[src/rtl/ccd_seq_pkg.sv]
package ccd_seq_pkg;

  typedef enum logic [2:0] {
    ST_IDLE   = 3'd0,
    ST_VA     = 3'd1,
    ST_VB     = 3'd2,
    ST_VC     = 3'd3,
    ST_HSET   = 3'd4,
    ST_HSHIFT = 3'd5
  } seq_st_t;

  typedef enum logic [1:0] {
    RG_NONE   = 2'd0,
    RG_DUMMY  = 2'd1,
    RG_DARK   = 2'd2,
    RG_ACTIVE = 2'd3
  } region_t;

endpackage

[src/rtl/ccd_pix_timer.sv]
module ccd_pix_timer #(
  parameter int HALF_W = 8
) (
  input  logic              clk,
  input  logic              rst_n,
  input  logic              sync_i,
  input  logic [HALF_W-1:0] half_i,
  input  logic [HALF_W-1:0] rw_i,
  output logic              r_o,
  output logic              h2_lvl_o,
  output logic              rst_pt_o,
  output logic              vid_pt_o
);

  localparam int PH_W = HALF_W + 1;

  logic [PH_W-1:0] ph_q;
  logic [PH_W-1:0] ph_d;
  logic [PH_W-1:0] period_w;
  logic            wrap;

  assign period_w = {half_i, 1'b0};
  assign wrap     = (ph_q == period_w - 1'b1);

  always_comb begin
    if (sync_i || wrap) ph_d = '0;
    else                ph_d = ph_q + 1'b1;
  end

  always_ff @(posedge clk or negedge rst_n) begin
    if (!rst_n) ph_q <= '0;
    else        ph_q <= ph_d;
  end

  assign r_o      = (ph_q < {1'b0, rw_i});
  assign h2_lvl_o = (ph_q < {1'b0, half_i});
  assign rst_pt_o = (ph_q == {1'b0, rw_i});
  assign vid_pt_o = wrap;

  AST_PH_RANGE: assert property (@(posedge clk) disable iff (!rst_n)
    ph_q < period_w);

endmodule

[src/rtl/ccd_line_fsm.sv]
module ccd_line_fsm
  import ccd_seq_pkg::*;
#(
  parameter int CNT_W    = 16,
  parameter int HALF_W   = 8,
  parameter int LINES    = 520,
  parameter int DEF_HALF = 4,
  parameter int DEF_RW   = 1,
  localparam int LINE_W  = $clog2(LINES)
) (
  input  logic              clk,
  input  logic              rst_n,
  input  logic              start_i,
  input  logic              gain_i,
  input  logic [CNT_W-1:0]  tv_i,
  input  logic [CNT_W-1:0]  ths_i,
  input  logic [HALF_W-1:0] half_i,
  input  logic [HALF_W-1:0] rw_i,
  input  logic              pix_wrap_i,
  input  logic              last_pix_i,
  output seq_st_t           st_o,
  output logic [LINE_W-1:0] line_o,
  output logic              sync_o,
  output logic              done_o,
  output logic [HALF_W-1:0] half_o,
  output logic [HALF_W-1:0] rw_o,
  output logic              gain_o
);

  seq_st_t           st_q, st_d;
  logic [CNT_W-1:0]  cnt_q, cnt_d;
  logic [LINE_W-1:0] line_q, line_d;
  logic              done_q, done_d;
  logic              load_cfg;
  logic              sync_w;
  logic [CNT_W-1:0]  tv_q, ths_q;
  logic [HALF_W-1:0] half_q, rw_q;
  logic              gain_q;
  logic              cnt_zero;
  logic              last_line;

  function automatic logic [CNT_W-1:0] ival(input logic [CNT_W-1:0] x);
    return (x == '0) ? '0 : x - 1'b1;
  endfunction

  assign cnt_zero  = (cnt_q == '0);
  assign last_line = (line_q == LINE_W'(LINES - 1));

  always_comb begin
    st_d     = st_q;
    cnt_d    = cnt_q;
    line_d   = line_q;
    done_d   = 1'b0;
    load_cfg = 1'b0;
    sync_w   = 1'b0;
    unique case (st_q)
      ST_IDLE: begin
        if (start_i) begin
          load_cfg = 1'b1;
          sync_w   = 1'b1;
          st_d     = ST_VA;
          cnt_d    = ival(tv_i);
          line_d   = '0;
        end
      end
      ST_VA: begin
        if (cnt_zero) begin
          st_d  = ST_VB;
          cnt_d = ival(tv_q);
        end else begin
          cnt_d = cnt_q - 1'b1;
        end
      end
      ST_VB: begin
        if (cnt_zero) begin
          st_d  = ST_VC;
          cnt_d = ival(tv_q);
        end else begin
          cnt_d = cnt_q - 1'b1;
        end
      end
      ST_VC: begin
        if (cnt_zero) begin
          st_d  = ST_HSET;
          cnt_d = ival(ths_q);
        end else begin
          cnt_d = cnt_q - 1'b1;
        end
      end
      ST_HSET: begin
        if (cnt_zero) begin
          st_d   = ST_HSHIFT;
          sync_w = 1'b1;
        end else begin
          cnt_d = cnt_q - 1'b1;
        end
      end
      ST_HSHIFT: begin
        if (pix_wrap_i && last_pix_i) begin
          if (last_line) begin
            st_d   = ST_IDLE;
            done_d = 1'b1;
          end else begin
            st_d   = ST_VA;
            line_d = line_q + 1'b1;
            cnt_d  = ival(tv_q);
          end
        end
      end
      default: st_d = ST_IDLE;
    endcase
  end

  always_ff @(posedge clk or negedge rst_n) begin
    if (!rst_n) begin
      st_q   <= ST_IDLE;
      cnt_q  <= '0;
      line_q <= '0;
      done_q <= 1'b0;
    end else begin
      st_q   <= st_d;
      cnt_q  <= cnt_d;
      line_q <= line_d;
      done_q <= done_d;
    end
  end

  always_ff @(posedge clk or negedge rst_n) begin
    if (!rst_n) begin
      tv_q   <= '0;
      ths_q  <= '0;
      half_q <= HALF_W'(DEF_HALF);
      rw_q   <= HALF_W'(DEF_RW);
      gain_q <= 1'b0;
    end else if (load_cfg) begin
      tv_q   <= tv_i;
      ths_q  <= ths_i;
      half_q <= half_i;
      rw_q   <= rw_i;
      gain_q <= gain_i;
    end
  end

  assign st_o   = st_q;
  assign line_o = line_q;
  assign sync_o = sync_w;
  assign done_o = done_q;
  assign half_o = half_q;
  assign rw_o   = rw_q;
  assign gain_o = gain_q;

  AST_VB_AFTER_VA: assert property (@(posedge clk) disable iff (!rst_n)
    (st_q == ST_VB && $past(st_q) != ST_VB) |-> $past(st_q) == ST_VA);
  AST_VC_AFTER_VB: assert property (@(posedge clk) disable iff (!rst_n)
    (st_q == ST_VC && $past(st_q) != ST_VC) |-> $past(st_q) == ST_VB);
  AST_SHIFT_AFTER_SET: assert property (@(posedge clk) disable iff (!rst_n)
    (st_q == ST_HSHIFT && $past(st_q) != ST_HSHIFT) |-> $past(st_q) == ST_HSET);
  AST_GAIN_FRAME: assert property (@(posedge clk) disable iff (!rst_n)
    (st_q != ST_IDLE && $past(st_q) != ST_IDLE) |-> $stable(gain_q));
  AST_LINE_BOUND: assert property (@(posedge clk) disable iff (!rst_n)
    int'(line_q) < LINES);

endmodule

[src/rtl/ccd_pix_tagger.sv]
module ccd_pix_tagger
  import ccd_seq_pkg::*;
#(
  parameter int LEAD_DUM   = 4,
  parameter int LEAD_DARK  = 4,
  parameter int ACTIVE     = 512,
  parameter int TRAIL_DARK = 8,
  parameter int TRAIL_DUM  = 2,
  parameter int LINES      = 520,
  parameter int EDGE_LINES = 4,
  parameter int LINE_W     = 10
) (
  input  logic              clk,
  input  logic              rst_n,
  input  logic              sync_i,
  input  logic              shift_i,
  input  logic              wrap_i,
  input  logic [LINE_W-1:0] line_i,
  output logic              last_pix_o,
  output logic              counted_o,
  output logic [1:0]        region_o,
  output logic              dark_line_o
);

  localparam int B1       = LEAD_DUM;
  localparam int B2       = B1 + LEAD_DARK;
  localparam int B3       = B2 + ACTIVE;
  localparam int B4       = B3 + TRAIL_DARK;
  localparam int LINE_PIX = B4 + TRAIL_DUM;
  localparam int PC_W     = $clog2(LINE_PIX + 1);
  localparam int NSEG     = 5;
  localparam int SEG_END [NSEG] = '{B1, B2, B3, B4, LINE_PIX};
  localparam region_t SEG_TAG [NSEG] = '{RG_DUMMY, RG_DARK, RG_ACTIVE, RG_DARK, RG_DUMMY};

  logic [PC_W-1:0] pc_q, pc_d;
  logic            pc_en;
  region_t         tag;

  assign pc_en = sync_i || (shift_i && wrap_i && (int'(pc_q) != LINE_PIX));

  always_comb begin
    if (sync_i) pc_d = '0;
    else        pc_d = pc_q + 1'b1;
  end

  always_ff @(posedge clk or negedge rst_n) begin
    if (!rst_n)     pc_q <= '0;
    else if (pc_en) pc_q <= pc_d;
  end

  always_comb begin
    tag = RG_NONE;
    for (int i = NSEG - 1; i >= 0; i--) begin
      if (int'(pc_q) < SEG_END[i]) tag = SEG_TAG[i];
    end
  end

  assign last_pix_o  = (int'(pc_q) == LINE_PIX);
  assign counted_o   = shift_i && (int'(pc_q) < LINE_PIX);
  assign region_o    = shift_i ? tag : RG_NONE;
  assign dark_line_o = shift_i &&
                       ((int'(line_i) < EDGE_LINES) || (int'(line_i) >= LINES - EDGE_LINES));

  AST_PC_BOUND: assert property (@(posedge clk) disable iff (!rst_n)
    int'(pc_q) <= LINE_PIX);
  AST_TAG_QUIET: assert property (@(posedge clk) disable iff (!rst_n)
    !shift_i |-> (region_o == RG_NONE && !dark_line_o));

endmodule

[src/rtl/ccd_readout_seq.sv]
module ccd_readout_seq
  import ccd_seq_pkg::*;
#(
  parameter int CNT_W      = 16,
  parameter int HALF_W     = 8,
  parameter int LEAD_DUM   = 4,
  parameter int LEAD_DARK  = 4,
  parameter int ACTIVE     = 512,
  parameter int TRAIL_DARK = 8,
  parameter int TRAIL_DUM  = 2,
  parameter int LINES      = 520,
  parameter int EDGE_LINES = 4,
  parameter int DEF_HALF   = 4,
  parameter int DEF_RW     = 1
) (
  input  logic              clk,
  input  logic              rst_n,
  input  logic              start_i,
  input  logic              gain_hi_i,
  input  logic [CNT_W-1:0]  tv_i,
  input  logic [CNT_W-1:0]  ths_i,
  input  logic [HALF_W-1:0] half_i,
  input  logic [HALF_W-1:0] rw_i,
  output logic              v1_o,
  output logic              v2_o,
  output logic              h1_o,
  output logic              h2_o,
  output logic              r_o,
  output logic              h21_o,
  output logic              h22_o,
  output logic              rst_stb_o,
  output logic              vid_stb_o,
  output logic [1:0]        region_o,
  output logic              dark_line_o,
  output logic              done_o
);

  localparam int LINE_W = $clog2(LINES);

  logic              rs0_q, rs1_q;
  logic              rst_in_n;
  seq_st_t           st;
  logic [LINE_W-1:0] line;
  logic              sync;
  logic [HALF_W-1:0] half_q, rw_q;
  logic              gain_q;
  logic              h2_lvl, rst_pt, vid_pt;
  logic              last_pix, counted;
  logic              shift;
  logic [1:0]        tap;

  always_ff @(posedge clk or negedge rst_n) begin
    if (!rst_n) begin
      rs0_q <= 1'b0;
      rs1_q <= 1'b0;
    end else begin
      rs0_q <= 1'b1;
      rs1_q <= rs0_q;
    end
  end
  assign rst_in_n = rs1_q;

  ccd_line_fsm #(
    .CNT_W(CNT_W), .HALF_W(HALF_W), .LINES(LINES),
    .DEF_HALF(DEF_HALF), .DEF_RW(DEF_RW)
  ) u_fsm (
    .clk(clk), .rst_n(rst_in_n), .start_i(start_i), .gain_i(gain_hi_i),
    .tv_i(tv_i), .ths_i(ths_i), .half_i(half_i), .rw_i(rw_i),
    .pix_wrap_i(vid_pt), .last_pix_i(last_pix),
    .st_o(st), .line_o(line), .sync_o(sync), .done_o(done_o),
    .half_o(half_q), .rw_o(rw_q), .gain_o(gain_q)
  );

  ccd_pix_timer #(.HALF_W(HALF_W)) u_tim (
    .clk(clk), .rst_n(rst_in_n), .sync_i(sync), .half_i(half_q), .rw_i(rw_q),
    .r_o(r_o), .h2_lvl_o(h2_lvl), .rst_pt_o(rst_pt), .vid_pt_o(vid_pt)
  );

  ccd_pix_tagger #(
    .LEAD_DUM(LEAD_DUM), .LEAD_DARK(LEAD_DARK), .ACTIVE(ACTIVE),
    .TRAIL_DARK(TRAIL_DARK), .TRAIL_DUM(TRAIL_DUM), .LINES(LINES),
    .EDGE_LINES(EDGE_LINES), .LINE_W(LINE_W)
  ) u_tag (
    .clk(clk), .rst_n(rst_in_n), .sync_i(sync), .shift_i(shift), .wrap_i(vid_pt),
    .line_i(line), .last_pix_o(last_pix), .counted_o(counted),
    .region_o(region_o), .dark_line_o(dark_line_o)
  );

  assign shift = (st == ST_HSHIFT);
  assign v1_o  = (st == ST_VA) || (st == ST_VC);
  assign v2_o  = (st == ST_VB);
  assign h2_o  = shift && h2_lvl;
  assign h1_o  = !h2_o;

  for (genvar g = 0; g < 2; g++) begin : g_tap
    assign tap[g] = h2_o && (gain_q == 1'(g));
  end
  assign h21_o = tap[0];
  assign h22_o = tap[1];

  assign rst_stb_o = counted && rst_pt;
  assign vid_stb_o = counted && vid_pt;

  AST_VID_AFTER_H2: assert property (@(posedge clk) disable iff (!rst_in_n)
    vid_stb_o |-> (!h2_o && !r_o));
  AST_RST_AFTER_R: assert property (@(posedge clk) disable iff (!rst_in_n)
    rst_stb_o |-> $fell(r_o));
  AST_DONE_QUIET: assert property (@(posedge clk) disable iff (!rst_in_n)
    done_o |-> (!v1_o && !v2_o && h1_o && !rst_stb_o));
  AST_SPLIT_EXCL: assert property (@(posedge clk) disable iff (!rst_in_n)
    $onehot0({h21_o, h22_o, h1_o}));

endmodule

[config.mk]
export PLATFORM = sky130hd
export DESIGN_NAME = ccd_readout_seq
export DESIGN_NICKNAME = d
export VERILOG_FILES = /design/src/rtl/ccd_seq_pkg.sv /design/src/rtl/ccd_pix_timer.sv /design/src/rtl/ccd_line_fsm.sv /design/src/rtl/ccd_pix_tagger.sv /design/src/rtl/ccd_readout_seq.sv
export SDC_FILE = /design/constraint.sdc
export NUM_CORES = 1
export LEC_CHECK = 0
export ABC_CLOCK_PERIOD_IN_PS = 3800
export CORE_UTILIZATION = 40
export CTS_BUF_LIST = sky130_fd_sc_hd__clkbuf_16
export DETAILED_ROUTE_END_ITERATION = 6
export HOLD_SLACK_MARGIN = 0.1
export SETUP_SLACK_MARGIN = 0.4
export SLEW_MARGIN = 15
export SYNTH_ARGS = -nofsm -noshare
export SYNTH_HDL_FRONTEND = slang
export SYNTH_SLANG_ARGS = --single-unit
export TNS_END_PERCENT = 30
[constraint.sdc]
create_clock -name clk -period 3.8 [get_ports clk]
set_clock_uncertainty 0.1 [all_clocks]
set_input_delay 0.38 -clock clk [delete_from_list [all_inputs] [get_ports clk]]
set_output_delay 0.38 -clock clk [all_outputs]
set_load 0.05 [all_outputs]
# After elaboration in Yosys (flattened, before gate mapping)

Index checks and enable logic that the tools add are counted.

Order comparisons: 9
Bitwise logic cells: 1
Multiplexer cells: 37
Add/subtract/negate cells: 8
Equal/unequal tests: 18
Reductions and logical operators: 26

Operator list:

| cell                    | count |
|---|---|
| $mux W16                | 9 |
| $pmux W16 S5            | 1 |
| $logic_not A16 Y1       | 4 |
| $sub A16 B1 Y16 const B | 4 |
| $mux W10                | 4 |
| $lt A10 B10 Y1 const B  | 3 |
| $add A10 B1 Y10 const B | 2 |
| $eq A10 B10 Y1 const B  | 2 |
| $lt A10 B3 Y1 const B   | 2 |
| $pmux W10 S2            | 1 |
| $lt A9 B8 Y1            | 2 |
| $mux W3                 | 6 |
| $pmux W3 S6             | 1 |
| $ge A10 B10 Y1 const B  | 1 |
| $logic_and A1 B1 Y1     | 10 |
| $lt A10 B4 Y1 const B   | 1 |
| $mux W2                 | 5 |
| $ne A10 B10 Y1 const B  | 1 |
| $ne A2 B1 Y1 const B    | 5 |
| $add A9 B1 Y9 const B   | 1 |
| $eq A9 B8 Y1            | 1 |
| $eq A9 B9 Y1            | 1 |
| $mux W9                 | 1 |
| $sub A9 B1 Y9 const B   | 1 |
| 16 further kinds        | 30 |

Logic and storage cells: 112
Output and inout port bits: 13
Bits of input ports: 52
Bits in registers: 100

# Longest topological paths before layout

Gate-level depths: netlist of the first run.

Depth after elaboration: 7
Mapped depth: 10
Depth with buffers taken out: 9

# By module

A second synthesis of the first run with hierarchy kept.

Cell total of the unflattened synthesis: 734
Area total of the unflattened synthesis: 6767.7 µm²

By module, submodules not included:

| module          | times used | sequential area each (µm²) | cells each | area each (µm²) |
|---|---|---|---|---|
| ccd_line_fsm    | 1          | 1979.4                     | 513        | 4892.2 |
| ccd_pix_timer   | 1          | 225.2                      | 123        | 1049.8 |
| ccd_pix_tagger  | 1          | 250.2                      | 85         | 698.2 |
| ccd_readout_seq | 1          | 50.0                       | 13         | 127.6 |

# Worst setup path after synthesis of the first run

Ideal clock, no wire load.

Kind: reg2out
Start point: register u_tim.ph_q[1]
End point: output port r_o
Data arrival time: 3.896 ns
Cell stages (with the launch flop): 9
Path slack: -0.576 ns
Data required time: 3.320 ns
Buffers on the path: 0
Path through: dfrtp_1 > ha_1 > nor2b_1 > o21a_1 > o21a_1 > o21a_1 > o21ai_0 > a21oi_1 > a2111oi_0

Cells in the longest elaborated chain, start to end: 1

Ends and longest elaborated chain:

| item                     | line                  | source |
|---|---|---|
| start: declaration       | ccd_pix_timer.sv:17   | `logic [PH_W-1:0] ph_q;` |
| start signal: assignment | ccd_pix_timer.sv:32   | `else ph_q <= ph_d;` |
| $lt A9 B8 Y1             | ccd_pix_timer.sv:35   | `assign r_o = (ph_q < {1'b0, rw_i});` |
| end: declaration         | ccd_readout_seq.sv:28 | `output logic r_o,` |

No other way between the ends.

# Final worst setup path of the first run

Start point: register u_fsm.half_q[0], in the netlist u_fsm.half_o[0]
End point: output port vid_stb_o

Cells in the longest elaborated chain, start to end: 3

Ends and longest elaborated chain:

| item                     | line                   | source |
|---|---|---|
| start: declaration       | ccd_line_fsm.sv:37     | `logic [HALF_W-1:0] half_q, rw_q;` |
| start signal: assignment | ccd_line_fsm.sv:132    | `half_q <= HALF_W'(DEF_HALF);` |
| start signal: assignment | ccd_line_fsm.sv:138    | `half_q <= half_i;` |
| $sub A9 B1 Y9            | ccd_pix_timer.sv:23    | `assign wrap = (ph_q == period_w - 1'b1);` |
| $eq A9 B9 Y1             | ccd_pix_timer.sv:23    |  |
| $logic_and A1 B1 Y1      | ccd_readout_seq.sv:102 | `assign vid_stb_o = counted && vid_pt;` |
| end: declaration         | ccd_readout_seq.sv:32  | `output logic vid_stb_o,` |

No other way between the ends.

==> results of run 1 <==
-- timing repair --
action                                  4_1_cts  5_1_grt
cloned                                        0        0
hold buffers                                  1        0
endpoints found under the setup margin        5       10
endpoints found under the hold margin         2        0
gates resized for setup                       1        3
-- synth_stat cells (6+ instances only) --
library cell    n  share of area
o21a_1          6         0.0068
nor2_1         77          0.044
xnor2_1        36          0.048
clkbuf_1       28          0.016
a21o_1          7         0.0080
o22ai_1        16          0.015
nor4_1         16          0.015
a21oi_1        31          0.024
dfrtp_1        98           0.37
or3_1          13          0.012
inv_1          36          0.021
ha_1           24          0.046
o31ai_1         9          0.010
and2_1          7         0.0067
nor3_1         37          0.028
xor2_1         23          0.031
nand3_1        17          0.013
or4_1          19          0.022
nand4_1         8         0.0076
o21ai_0        53          0.040
or2_2           7         0.0067
nand2b_1        9         0.0086
nand2_1       157          0.090
nor3b_1         6         0.0068
-- metal layers --
| metal | vias up | share of wire |
|---|---|---|
| li1 | 2989 | - |
| met2 | 132 | 0.44 |
| met4 | 0 | 0.016 |
| met5 | - | 0 |
| met3 | 26 | 0.049 |
| met1 | 2798 | 0.49 |
-- per-stage QoR --
step	cell area, sq um	total power [mW]	hold slack [ns]	setup WS, ns	util
5_1_grt	7800	2.18	0.260	0.142	0.489
2_1_floorplan	6580	1.11	-0.0156	0.529	-
3_5_place_dp	7490	1.19	0.241	0.566	0.470
3_3_place_gp	7490	1.19	0.237	0.608	0.470
6_report	7800	2.10	0.253	0.351	0.489
4_1_cts	7790	2.13	0.258	0.282	0.489
-- cell type report --
cell class / instances / area, sq um
well taps: 216 / 270
clock inverters: 7 / 67.6
fillers: 1582 / 8150
flip-flops and latches: 100 / 2510
clock buffers: 9 / 225
multi-input cells: 649 / 3830
inverters: 37 / 139
repair buffers: 77 / 757
-- flip-flops by register name (all words and copies together), names as in the netlist --
| name | flops |
|---|---|
| u_fsm.tv_q | 16 |
| u_fsm.half_o | 8 |
| u_fsm.st_o | 3 |
| rs1_q | 1 |
| u_fsm.line_o | 10 |
| u_fsm.cnt_q | 16 |
| u_fsm.ths_q | 16 |
| rs0_q | 1 |
| u_fsm.done_o | 1 |
| u_tim.ph_q | 9 |
| u_fsm.rw_o | 8 |
| u_tag.pc_q | 10 |
| u_fsm.gain_o | 1 |
-- logic make-up (layout without fill, tap and decap cells) --
| logic type | after synthesis | after routing | synth area share |
|---|---|---|---|
| adder cells (fa/ha/maj) | 24 | 24 | 0.0457 |
| AO/OA/AOI/OAI | 160 | 160 | 0.156 |
| XOR/XNOR | 59 | 59 | 0.0786 |
| buffers and inverters | 66 | 130 | 0.0379 |
| other | 1 | 1 | 0.000570 |
| AND/OR/NAND/NOR | 400 | 400 | 0.293 |
| flip-flops | 100 | 100 | 0.381 |
| multiplexers | 5 | 5 | 0.00780 |
-- worst register-to-register path: cells and delay by family (launching register included) --
kind	cells	cell delay (ns)
flops	1	0.44
simple gates	3	1.32
compound gates	4	1.01
buf+inv	1	0.09
fa+ha+maj	1	0.19
-- how the worst max path moves through the flow --
| stage | to | slack [ns] | startpoint | cells past startpoint |
|---|---|---|---|---|
| floorplan | vid_stb_o | 0.53 | u_fsm.half_o[0] | 8 |
| global placement | u_fsm.line_o[8] | 0.61 | u_fsm.half_o[0] | 9 |
| detailed placement | u_fsm.line_o[8] | 0.57 | u_fsm.half_o[0] | 9 |
| CTS | rst_stb_o | 0.28 | u_fsm.st_o[2] | 6 |
| global route | h2_o | 0.14 | u_fsm.st_o[2] | 7 |
| finish | vid_stb_o | 0.35 | u_fsm.half_o[0] | 9 |
-- power breakdown --
group	switching (mW)	internal [mW]
Sequential	0.0124	1.06
Clock	0.431	0.508
Combinational	0.0330	0.0549
==> results by group, run 1 <==
Run
  – Max-Cap Viols: 0

Timing
  – Final hold violation count: 0
  – Fmax: 0.290 GHz
  – RSZ-0062 raised after global routing: yes
  – Final worst path period share: 0.908
  – Final min period: 3.45 ns
  – Slew HR: 0.471
  – Setup TNS: 0 ns
  – Max-slew violations: 0
  – Final setup violation count: 0
  – Worst Tran Pin Value: 0.794 ns

Worst hold path
  – WHS Path Cells: 0
  – Hold path start: rs0_q
  – HP Class: reg -> reg
  – WHS Endpoint: rs1_q

Global route
  – Met3 Usage GRT: 0.0463
  – First-pass GRT wire length: 28400 um
  – Met1 GRT Util: 0.307
  – Vias in the first global route: 5501
  – Busiest grt layer: met2
  – Total GRT Usage: 0.218
  – Largest net degree at the start of global routing: 61
  – Initial antenna violation count: 0
  – Routing usage on met2: 0.334
  – GRT Residual Overflow: 0

Setup path
  – Worst flop-to-flop path startpoint: u_fsm.tv_q[0]
  – Critical path launch point type: flip-flop
  – Crit path DAT: 2.97 ns
  – Critical path class: reg -> out
  – CP max-delay cell: or4_1
  – Setup crit end kind: output port
  – Cell breakdown of the critical path: inv_1 -> ha_1 -> or3b_1 -> or4_1 -> a211oi_2 -> o2111ai_1 -> buf_4 -> nor2_1 -> buf_12
  – RR Endpoint: u_fsm.cnt_q[12]
  – WP data required: 3.32 ns
  – FF-to-FF setup slack: 0.53 ns
  – Worst Reg-to-Reg Cells: 9
  – CP max FO: 12
  – Critical Path Max Stage Delay: 0.43 ns
  – CP top delay family: simple AND/OR/NAND/NOR gates
  – Bufs and invs on worst path: 3

Final layout
  – Antenna diode count: 0
  – Layout cells sized above 1: 0.0546
  – Commonest cells after routing, fill and taps aside: 157 x nand2_1, 97 x dfrtp_1, 77 x nor2_1
  – Post-Layout Cell Count: 1095
  – Layout area overhead: 18.6%
  – Most common cell after layout, fill and taps aside: nand2_1
  – Fin nets: 950

Drt
  – Post-Route WL: 17400 um
  – Routed vias: 5945
  – 1st-iter DRT viols: 404
  – Vias per cell: 5.43
  – Remaining antenna violation count: 0
  – DRT Pass-1 Iters: 5
  – Residual DRC: 0
  – WL/cell: 15.9 um

Clocking
  – Worst-Skew Late Latency: 0.36 ns
  – Setup Buffers After CTS: 0
  – CTS clock-pin slew for the worst setup and hold paths: 0.07 ns
  – TritonCTS buffer count: 9
  – CTS root buf: clkbuf_16
  – H-Tree Depth: 3
  – Clock Tree Buf Depth: 2
  – Num Clock Sinks: 100
  – CTS tree: built

Yosys
  – Netlist cell types: 67
  – Leading register cell type out of synthesis: dfrtp_1
  – Seq/Total Area, Yosys: 0.381
  – EDFF count, synth: 0
  – Syn_area_per_cell: 8.07 sq um
  – Mapped Nets: 891
  – Synthesized flop and latch total: 100
  – Yosys warnings: 0
  – Post-Syn Instances: 815
  – Synth async-reset ratio: 1.00
  – Syn Std Cell Area: 6580 sq um

Place
  – Number of port buffers: 64
  – Post-detail-place hpwl: 12700 um
  – Inst Count DP: 1078
  – Routability cong.: 0.915

Floorplan
  – Die width: 130 um
  – Core Region: 15900 sq um
  – Initial core utilization: 0.412
  – Row cnt: 46
  – Die footprint: 17000 sq um
  – Number of I/O pins: 65
  – Die Span Y: 130 um

Power and ir drop
  – Leak Pwr: 3.51 nW
  – Pwr dens: 270 nW/um^2
  – Peak VDD IR: 0.000224 V

Status
  – Status: finished, final reports clean
(Power assumes the default switching activity.)
==> run 2, diff against run 1 <==
- ABC_CLOCK_PERIOD_IN_PS: 3800 -> 4250
- CORE_ASPECT_RATIO: unset -> 0.7
- clock period: 3.8 -> 4.25 ns (I/O delays scaled with it)
==> results by group, run 2 (synthesized netlist as in run 1, its figures left out) <==
Floorplan
  – Row cnt: 38 (-17%)
  – Number of I/O pins: 65 (unchanged)
  – Die width: 155 um (+19%)
  – Core Region: 15800 sq um (-0.99%)
  – Initial core utilization: 0.417 (+0.00412)
  – Die Span Y: 109 um (-16%)
  – Die footprint: 17000 sq um (about the same)

Power and ir drop
  – Clock network power share: 0.451 (+0.005)
  – Sequential Power Share: 0.509 (-0.003)
  – Peak VDD IR: 0.000154 V (-31%)
  – Sw Ratio: 0.229 (+0.00223)
  – Pwr dens: 244 nW/um^2 (-9.5%)
  – Leak Pwr: 3.45 nW (-1.7%)
  – Int Power: 1.46 mW (-10%)
  – NetSw: 433 uW (-9.1%)
  – Combinational power share: 0.040 (-0.002)

Timing
  – Setup TNS: 0 ns (unchanged)
  – Final hold violation count: 0 (unchanged)
  – RSZ-0062 raised after global routing: no
  – Worst Tran Pin Value: 0.923 ns (+0.129 ns)
  – Final worst path period share: 0.870
  – Final setup violation count: 0 (unchanged)
  – Fmax: 0.270 GHz
  – Slew HR: 0.384 (-0.0863)
  – Max-slew violations: 0 (unchanged)
  – WHS: 0.121 ns (-0.132 ns)
  – Final min period: 3.70 ns

Setup path
  – Setup crit end kind: output port
  – Critical path launch point type: flip-flop
  – CP startpoint: u_tim.ph_q[1]
  – WP data required: 3.72 ns (+0.40 ns)
  – Crit path DAT: 3.17 ns (+0.20 ns)
  – RR Endpoint: u_fsm.cnt_q[0]
  – Worst setup path endpoint: r_o
  – FF-to-FF setup slack: 0.91 ns (+0.38 ns)
  – Critical path class: reg -> out
  – CP max FO: 7 (-5)
  – Worst Reg-to-Reg Cells: 9 (unchanged)
  – Worst flop-to-flop path startpoint: u_fsm.half_o[0]

Clocking
  – CTS root buf: clkbuf_16
  – Setup Buffers After CTS: 0 (unchanged)
  – H-Tree Depth: 3 (unchanged)
  – Worst-Skew Late Latency: 0.36 ns (about the same)
  – CTS clock-pin slew for the worst setup and hold paths: 0.07 ns (about the same)
  – Clock Tree Buf Depth: 2 (unchanged)
  – TritonCTS buffer count: 9 (unchanged)
  – Num Clock Sinks: 100 (unchanged)
  – CTS tree: built

Final layout
  – Layout area overhead: 18.0%
  – Antenna diode count: 0 (unchanged)
  – FILL cells: 1552 (-1.9%)
  – Most common cell after layout, fill and taps aside: nand2_1
  – Commonest cells after routing, fill and taps aside: 157 x nand2_1, 97 x dfrtp_1, 77 x nor2_1
  – Biggest regs: u_fsm.cnt_q (16), u_fsm.ths_q (16), u_fsm.tv_q (16)
  – Layout cells sized above 1: 0.0502 (-0.00438)
  – Core Util, Final: 0.492 (+0.00251)
  – Post-Layout Cell Count: 1096 (+0.091%)
  – Fin nets: 947 (-0.32%)

Status
  – Status: finished, final reports clean

Global route
  – Total GRT Usage: 0.227 (+0.00943)
  – Initial antenna violation count: 1 (+1)
  – Vias in the first global route: 5583 (+1.5%)
  – First-pass GRT wire length: 29800 um (+4.7%)
  – Largest net degree at the start of global routing: 68 (+11%)
  – GRT Residual Overflow: 0 (unchanged)

Drt
  – DRT Pass-1 Iters: 5 (unchanged)
  – Post-Route WL: 18200 um (+4.1%)
  – WL/cell: 16.6 um (+4.0%)
  – 1st-iter DRT viols: 494 (+22%)
  – Vias per cell: 5.48 (+1.0%)
  – Routed vias: 6011 (+1.1%)
  – Residual DRC: 0 (unchanged)
  – Remaining antenna violation count: 0 (unchanged)

Place
  – Routability cong.: 0.928 (+1.5%)
  – Number of port buffers: 64 (unchanged)
  – Inst Count DP: 1080 (+0.19%)
  – Post-detail-place hpwl: 13500 um (+6.4%)

Run
  – Max-Cap Viols: 0 (unchanged)

Worst hold path
  – HP Class: in -> async
run 2: critical path: stages (launching register included):
cell and delay, ns:
dfrtp_1 0.53, ha_1 0.31, nor2b_1 0.13, o21a_1 0.16
o21a_1 0.16, o21a_1 0.17, o21ai_0 0.15, a21oi_1 0.08
a2111oi_1 0.26, clkdlybuf4s50_1 0.87
run 2: what timing repair did:
action | in CTS | in global routing
gates resized for setup | 1 | 0
setup endpoints to repair | 1 | 0
hold buffers | 0 | 0
run 2: layout make-up:
| cell class | count | area [sq um] | area share |
|---|---|---|---|
| clock buffers | 9 | 225 | 0.0290 |
| clock inverters | 7 | 72.6 | 0.00935 |
| inverters | 37 | 139 | 0.0179 |
| multi-input cells | 649 | 3820 | 0.493 |
| flip-flops and latches | 100 | 2510 | 0.323 |
| well taps | 220 | 275 | 0.0355 |
| repair buffers | 74 | 714 | 0.0921 |
run 2: power groups by stage:
stage / Combinational [mW] / Clock [mW] / Sequential, mW
global route: 0.0815 / 0.905 / 0.967
CTS: 0.0762 / 0.876 / 0.966
detailed placement: 0.0756 / 0 / 0.984
finish: 0.0758 / 0.854 / 0.964
global placement: 0.0750 / 0 / 0.984
floorplan: 0.0107 / 0 / 0.984
run 2: routing by layer:
layer	up-vias	share of wire	routed length, um	track usage
li1	2966	-	-	-
met3	14	0.066	1190	0.0533
met4	2	0.0074	134	0.0441
met5	-	0.00050	9	0
met2	187	0.41	7440	0.322
met1	2842	0.52	9380	0.348
run 2: how the worst min path moves through the flow:
stage,start,to,slack (ns),cells past startpoint
floorplan,rst_n,rs0_q,0.03,0
global placement,rs0_q,rs1_q,0.24,0
detailed placement,rs0_q,rs1_q,0.26,0
CTS,rst_n,rs1_q,0.11,1
global route,rst_n,rs0_q,0.10,1
finish,rst_n,rs0_q,0.12,1
run 2: metrics by stage:
stage | instance area (sq um) | setup slack, ns | total power [mW]
final | 7760 | 0.551 | 1.89
after global routing | 7760 | 0.413 | 1.95
after CTS | 7760 | 0.546 | 1.92
after detailed placement | 7460 | 0.747 | 1.06
after global placement | 7460 | 0.814 | 1.06
after floorplan | 6580 | 0.500 | 0.995
